[src/rtl/cell_guard_pkg.sv]
package cell_guard_pkg;
  typedef enum logic [1:0] {
    CG_NORM  = 2'd0,
    CG_OVER  = 2'd1,
    CG_SLEEP = 2'd2,
    CG_RECOV = 2'd3
  } cg_state_e;

  typedef struct packed {
    logic any_ov;
    logic all_ov_clr;
    logic any_uv;
    logic all_uv_clr;
  } cg_scan_t;
endpackage

[src/rtl/cg_scan_timer.sv]
module cg_scan_timer #(
  parameter int PRE_DIV   = 8,
  parameter int CELLS_MAX = 4,
  localparam int PC_W  = (PRE_DIV > 1) ? $clog2(PRE_DIV) : 1,
  localparam int SEL_W = $clog2(CELLS_MAX)
) (
  input  logic             clk,
  input  logic             rst_n,
  input  logic             halt,
  input  logic             cell3_mode,
  output logic [SEL_W-1:0] sel,
  output logic             tick,
  output logic             first,
  output logic             last
);
  logic [PC_W-1:0]  pc_q, pc_d;
  logic [SEL_W-1:0] sel_q, sel_d;
  logic [SEL_W-1:0] last_idx;

  assign last_idx = cell3_mode ? SEL_W'(CELLS_MAX - 2) : SEL_W'(CELLS_MAX - 1);
  assign tick  = !halt && (pc_q == PC_W'(PRE_DIV - 1));
  assign last  = (sel_q >= last_idx);
  assign first = (sel_q == '0);
  assign sel   = sel_q;

  always_comb begin
    pc_d  = pc_q;
    sel_d = sel_q;
    if (!halt) begin
      pc_d = tick ? '0 : pc_q + 1'b1;
    end
    if (tick) begin
      sel_d = last ? '0 : sel_q + 1'b1;
    end
  end

  always_ff @(posedge clk or negedge rst_n) begin
    if (!rst_n) begin
      pc_q  <= '0;
      sel_q <= '0;
    end else begin
      pc_q  <= pc_d;
      sel_q <= sel_d;
    end
  end

  assert_halt_freezes_sel_R6: assert property (@(posedge clk) disable iff (!rst_n)
    halt |=> $stable(sel_q));
endmodule

[src/rtl/cg_cell_cmp.sv]
module cg_cell_cmp
  import cell_guard_pkg::*;
#(
  parameter int CODE_W = 12,
  parameter int OV_SET = 2100,
  parameter int OV_CLR = 2000,
  parameter int UV_SET = 1150,
  parameter int UV_CLR = 1300
) (
  input  logic              clk,
  input  logic              rst_n,
  input  logic              tick,
  input  logic              first,
  input  logic [CODE_W-1:0] code,
  input  logic              open_wire,
  output cg_scan_t          scan
);
  cg_scan_t acc_q, cur;

  always_comb begin
    cur.any_ov     = open_wire || (code > CODE_W'(OV_SET));
    cur.all_ov_clr = !open_wire && (code < CODE_W'(OV_CLR));
    cur.any_uv     = (code < CODE_W'(UV_SET));
    cur.all_uv_clr = (code > CODE_W'(UV_CLR));
    if (first) begin
      scan = cur;
    end else begin
      scan.any_ov     = acc_q.any_ov     || cur.any_ov;
      scan.all_ov_clr = acc_q.all_ov_clr && cur.all_ov_clr;
      scan.any_uv     = acc_q.any_uv     || cur.any_uv;
      scan.all_uv_clr = acc_q.all_uv_clr && cur.all_uv_clr;
    end
  end

  always_ff @(posedge clk or negedge rst_n) begin
    if (!rst_n) begin
      acc_q <= '0;
    end else if (tick) begin
      acc_q <= scan;
    end
  end
endmodule

[src/rtl/cg_qualifier.sv]
module cg_qualifier #(
  parameter int QUAL_SCANS = 2,
  localparam int CNT_W = $clog2(QUAL_SCANS + 1)
) (
  input  logic clk,
  input  logic rst_n,
  input  logic arm,
  input  logic scan_done,
  input  logic cond,
  output logic fire
);
  logic [CNT_W-1:0] cnt_q, cnt_d;

  assign fire = arm && scan_done && cond && (cnt_q == CNT_W'(QUAL_SCANS - 1));

  always_comb begin
    cnt_d = cnt_q;
    if (!arm) begin
      cnt_d = '0;
    end else if (scan_done) begin
      cnt_d = (cond && !fire) ? cnt_q + 1'b1 : '0;
    end
  end

  always_ff @(posedge clk or negedge rst_n) begin
    if (!rst_n) cnt_q <= '0;
    else        cnt_q <= cnt_d;
  end

  assert_cnt_bound_R3: assert property (@(posedge clk) disable iff (!rst_n)
    cnt_q < CNT_W'(QUAL_SCANS));
endmodule

[src/rtl/cell_guard_top.sv]
module cell_guard_top
  import cell_guard_pkg::*;
#(
  parameter int CODE_W     = 12,
  parameter int PRE_DIV    = 8,
  parameter int QUAL_SCANS = 2,
  parameter int OV_SET     = 2100,
  parameter int OV_CLR     = 2000,
  parameter int UV_SET     = 1150,
  parameter int UV_CLR     = 1300
) (
  input  logic              clk,
  input  logic              rst_n,
  input  logic              cell3_mode,
  input  logic [CODE_W-1:0] cell_code,
  input  logic              cell_open,
  input  logic              chg_allow,
  input  logic              wake,
  input  logic              dsg_sense,
  output logic [1:0]        cell_sel,
  output logic              chg_en,
  output logic              dsg_en,
  output logic              sleep
);
  localparam int NQ = 2;  // 0: overcharge, 1: undercharge

  cg_state_e st_q, st_d;
  logic      init_q, init_d;
  logic      tick, first, last, scan_done;
  cg_scan_t  scan;
  logic [NQ-1:0] q_arm, q_cond, q_fire;
  logic      ov_fire, uv_fire;

  cg_scan_timer #(.PRE_DIV(PRE_DIV), .CELLS_MAX(4)) u_timer (
    .clk(clk), .rst_n(rst_n), .halt(st_q == CG_SLEEP), .cell3_mode(cell3_mode),
    .sel(cell_sel), .tick(tick), .first(first), .last(last));

  cg_cell_cmp #(.CODE_W(CODE_W), .OV_SET(OV_SET), .OV_CLR(OV_CLR),
                .UV_SET(UV_SET), .UV_CLR(UV_CLR)) u_cmp (
    .clk(clk), .rst_n(rst_n), .tick(tick), .first(first),
    .code(cell_code), .open_wire(cell_open), .scan(scan));

  assign scan_done = tick && last;
  assign q_arm  = {(st_q == CG_NORM) || (st_q == CG_OVER), (st_q == CG_NORM)};
  assign q_cond = {scan.any_uv, scan.any_ov};

  for (genvar g = 0; g < NQ; g++) begin : g_qual
    cg_qualifier #(.QUAL_SCANS(QUAL_SCANS)) u_q (
      .clk(clk), .rst_n(rst_n), .arm(q_arm[g]), .scan_done(scan_done),
      .cond(q_cond[g]), .fire(q_fire[g]));
  end

  assign ov_fire = q_fire[0];
  assign uv_fire = q_fire[1];

  always_comb begin
    st_d   = st_q;
    init_d = init_q || scan_done;
    unique case (st_q)
      CG_NORM:  if (uv_fire) st_d = CG_SLEEP;
                else if (ov_fire) st_d = CG_OVER;
      CG_OVER:  if (uv_fire) st_d = CG_SLEEP;
                else if (scan_done && scan.all_ov_clr) st_d = CG_NORM;
      CG_SLEEP: if (wake) st_d = CG_RECOV;
      CG_RECOV: if (scan_done && scan.all_uv_clr) st_d = CG_NORM;
      default:  st_d = CG_NORM;
    endcase
  end

  always_ff @(posedge clk or negedge rst_n) begin
    if (!rst_n) begin
      st_q   <= CG_NORM;
      init_q <= 1'b0;
    end else begin
      st_q   <= st_d;
      init_q <= init_d;
    end
  end

  assign chg_en = init_q && chg_allow &&
                  ((st_q == CG_NORM) || (st_q == CG_RECOV) ||
                   ((st_q == CG_OVER) && dsg_sense));
  assign dsg_en = init_q && ((st_q == CG_NORM) || (st_q == CG_OVER));
  assign sleep  = (st_q == CG_SLEEP);

  assert_sleep_after_scan_R6: assert property (@(posedge clk) disable iff (!rst_n)
    $rose(sleep) |-> $past(scan_done));
  assert_release_on_scan_R4: assert property (@(posedge clk) disable iff (!rst_n)
    $fell(st_q == CG_OVER) |-> $past(scan_done));
  assert_wake_needed_R7: assert property (@(posedge clk) disable iff (!rst_n)
    (st_q == CG_SLEEP) |=> (st_q == CG_SLEEP) || $past(wake));
  assert_first_scan_R10: assert property (@(posedge clk) disable iff (!rst_n)
    $rose(init_q) |-> $past(tick));
endmodule

[config.mk]
export PLATFORM = sky130hd
export DESIGN_NAME = cell_guard_top
export DESIGN_NICKNAME = d
export VERILOG_FILES = /design/src/rtl/cell_guard_pkg.sv /design/src/rtl/cg_scan_timer.sv /design/src/rtl/cg_cell_cmp.sv /design/src/rtl/cg_qualifier.sv /design/src/rtl/cell_guard_top.sv
export SDC_FILE = /design/constraint.sdc
export NUM_CORES = 1
export LEC_CHECK = 0
export ABC_AREA = 1
export CAP_MARGIN = 15
export CELL_PAD_IN_SITES_DETAIL_PLACEMENT = 2
export CELL_PAD_IN_SITES_GLOBAL_PLACEMENT = 2
export CORE_MARGIN = 1
export CORE_UTILIZATION = 37
export CTS_CLUSTER_SIZE = 30
export DETAILED_ROUTE_END_ITERATION = 10
export DONT_BUFFER_PORTS = 1
export GPL_TIMING_DRIVEN = 0
export PLACE_DENSITY = 0.93
export SYNTH_ARGS = -nofsm -noshare
export SYNTH_HDL_FRONTEND = slang
export SYNTH_SLANG_ARGS = --single-unit
export TNS_END_PERCENT = 5
[constraint.sdc]
create_clock -name clk -period 5.06 [get_ports clk]
set_input_delay 0.506 -clock clk [delete_from_list [all_inputs] [get_ports clk]]
set_output_delay 0.506 -clock clk [all_outputs]
set_load 0.05 [all_outputs]
==> flow_summary_export.csv <==
group,metric,value,unit
synth,synth_top_family_by_area,"simple AND/OR/NAND/NOR gates",
hold_path,worstHoldStart,"cell_code[11]",
power,powerDensity,504,nW/um2
global_route,grt_max_degree,17,
sta,report.final.slew_viol_count,0,
finish,n_antenna_cell,0,
sta,skew,9.45,ps
clocking,cts_resized,0,
clocking,h-tree-depth,1,
clocking,cts-root-buf,"clkbuf_4",
clocking,cts_buffers,3,
critical_path,r2r_cells,13,
finish,final_common_cell,"nand2_1",
critical_path,crit_family,"simple AND/OR/NAND/NOR gates",
synth,synth-seq-area-share,32.1,%
sta,worstMarginPinSlew,1020,ps
hold_path,worstHoldPathCells,3,
placed_design,port_buffers,0,
clocking,worstSkewPairLatency,310,ps
critical_path,cp-end-kind,"primary output",
global_route,grt-ovfl-total,0,
drt,vias,1143,
die,chipWidth,60.1,um
finish,fillers,377,
synth,synthDistinctLibCells,25,
power,vdd_ir_drop_max,194,uV
finish,multi_input_area,729,um2
finish,nets,206,
global_route,top_usage_layer,"met2",
finish,design_area,1340,um2
critical_path,critPathArrivalTime,2010,ps
critical_path,worstReg2RegEnd,"st_q[1]",
critical_path,crit_type,"flop to primary output",
sta,hold_viol_final,0,
global_route,antenna_found_initial,0,
critical_path,crit_required,4550,ps
critical_path,path_common_cell,"nor2_1",
clocking,clkTransAtPathRegs,110,ps
global_route,met2_usage,44.1,%
die,initial_core_util,39.9,%
global_route,first_global_vias,1260,
drt,via_per_inst,5.22,
drt,firstDrtPassIters,4,
synth,synthAdderAreaFrac,10.0,%
critical_path,critPathMaxFanout,8,
power,total_leakage_power,0.703,nW
clocking,cts_sinks,16,
synth,synthXorXnorAreaFrac,0,%
critical_path,path_cells,"inv_1 -> ha_1 -> clkbuf_2 -> nor2_1 -> nor2_1",
synth,synth_area_leader_cell,"dfrtp_1",
sta,relSlewSlack,32.0,%
critical_path,max_stage_delay,680,ps
synth,synth.avg_cell_area,7.30,um2
hold_path,min_path_type,"input port to flop",
drt,ant_nets,0,
synth,synth.area.mux_share,0,%
finish,syn_to_final_growth,7.02,%
synth,synthSimpleGateAreaFrac,38.2,%
synth,synthCells,171,
synth,synth_nets,200,
global_route,grt_pass1_wl,5710,um
critical_path,critPathBufInv,2,
synth,yosysWarnings,0,
drt,drt-total-wl,3470,um
finish,drive_gt1_share,16.6,%
sta,setup_tns,0,ps
power,finalPower,673,uW
finish,layout.cells.most_common_list,"36 x nand2_1, 27 x inv_1, 19 x nor2_1, 16 x dfrtp_1, 14 x nand3_1",
critical_path,reg2reg_from,"u_timer.sel[0]",
die,fp.coreArea,3130,um2
drt,wl_per_cell,15.8,um
critical_path,rrSetupSlack,2740,ps
die,io_pins,24,
placed_design,gp_congestion,0.848,
die,row_count,20,
placed_design,hpwl,2850,um
synth,ys_ff_latch,16,
clocking,clockBufferDepth,2,
global_route,grt_util_met1,23.7,%
clocking,cts_tree,"built",
synth,yosys.area.top_type_share,32.1,%
critical_path,slowest_stage,"nor2_1",
sta,setup_viol,0,
drt,drc,0,
die,dieArea,3610,um2
global_route,met3_usage,3.03,%
finish,ff_latch_area,400,um2
sta,layout_min_cycle_time,2520,ps
critical_path,critPathLaunchType,"flop",
sta,rsz0062_at_grt,"false",
run_status,status,"completed",
drt,drtIter0Drc,15,
sta,fmax,397,MHz
global_route,grt_util_all_layers,22.2,%
clocking,cts_setup_buffers,0,
synth,syn_area,1250,um2
placed_design,place_area,1300,um2
synth,synth-compound-area-share,10.2,%
hold_path,min_to,"u_cmp.acc_q[2]",
die,die_h,60.1,um
sta,finalCritPeriodShare,49.8,%
synth,synthTopCellsByArea,"dfrtp_1 32%, nand2_1 11%, ha_1 10%, inv_1 8.1%, nor2_1 5.7%",
job,maxCapViolations,0,
finish,fin_util,42.7,%
==> report_power, final <==
group | switching, mW | total [mW] | internal, mW
clock | 0.0469 | 0.0748 | 0.0278
sequential | 0.0609 | 0.233 | 0.172
combinational | 0.242 | 0.365 | 0.123
total | 0.350 | 0.673 | 0.323
==> state kept, by name (all words and copies together) (netlist names) <==
name and flops:
u_timer.sel 2, init_q 1, u_cmp.acc_q 4, u_timer.pc_q 3
st_q 2, g_qual.u_q.cnt_q 4
==> through the flow <==
step / cells / worst slack, ps / hold slack [ps]
after floorplan: 171 / 3040 / 210
after global placement: 215 / 2910 / 211
after detailed placement: 215 / 2780 / 211
after CTS: 219 / 2530 / 402
after global routing: 219 / 2450 / 418
final: 219 / 2540 / 400
==> worst max-delay path by stage <==
stage | startpoint | endpoint | slack (ps) | depth (start not counted)
after floorplan | u_timer.sel[0] | st_q[0] | 3040 | 13
after global routing | st_q[1] | dsg_en | 2450 | 5
final | st_q[1] | dsg_en | 2540 | 5
after global placement | u_timer.sel[0] | st_q[1] | 2910 | 13
after detailed placement | u_timer.sel[0] | st_q[1] | 2780 | 13
after CTS | st_q[1] | dsg_en | 2530 | 5
==> synthesized netlist by cell type <==
master	instances
nand2_1	36
inv_1	27
nor2_1	19
dfrtp_1	16
nand3_1	14
ha_1	10
nand2_2	7
o21ai_0	6
nor2_2	5
a21oi_1	4
nand2_4	4
o31ai_1	4
a22o_2	2
a31oi_1	2
inv_2	2
nor2_4	2
o21bai_1	2
or2_2	2
and3_1	1
clkbuf_2	1
clkinv_1	1
nand3b_1	1
nand4_1	1
nor2_8	1
nor3_1	1
==> worst reg2reg max path, stage by stage (launching register included) <==
cell	delay, ps
dfrtp_1	650
inv_1	180
ha_1	330
inv_1	40
nand2_1	90
nand2_4	80
nor2_8	170
nand2_4	90
nor2_4	100
nand2_4	80
nand3_1	70
nand2_1	70
o21bai_1	170
nand2_1	70
==> cells by family after synthesis <==
group,count (synthesis)
simple gates,94
buf+inv,31
compound gates,20
flops,16
fa+ha+maj,10
==> routing by layer <==
layer  part of all wire, %  up-vias
li1                      -      547
met1                    41      580
met2                    55       11
met3                   2.2        5
met4                   1.4        0
met5                     0        -
==> cell type report <==
class                      instances  share of cell area (%)
buffer                             1                   0.375
multi-input combinational        124                    54.6
inverter                          30                    8.43
clock buffer                       3                    1.69
tap                               44                    4.12
sequential                        16                    30.0
timing repair buffer               1                   0.750
==> timing repair <==
action,4_1_cts,5_1_grt
hold endpoints to repair,16,0
hold buffers,1,0
endpoints found under the setup margin,0,0
Power figures use the tool's default switching activity.
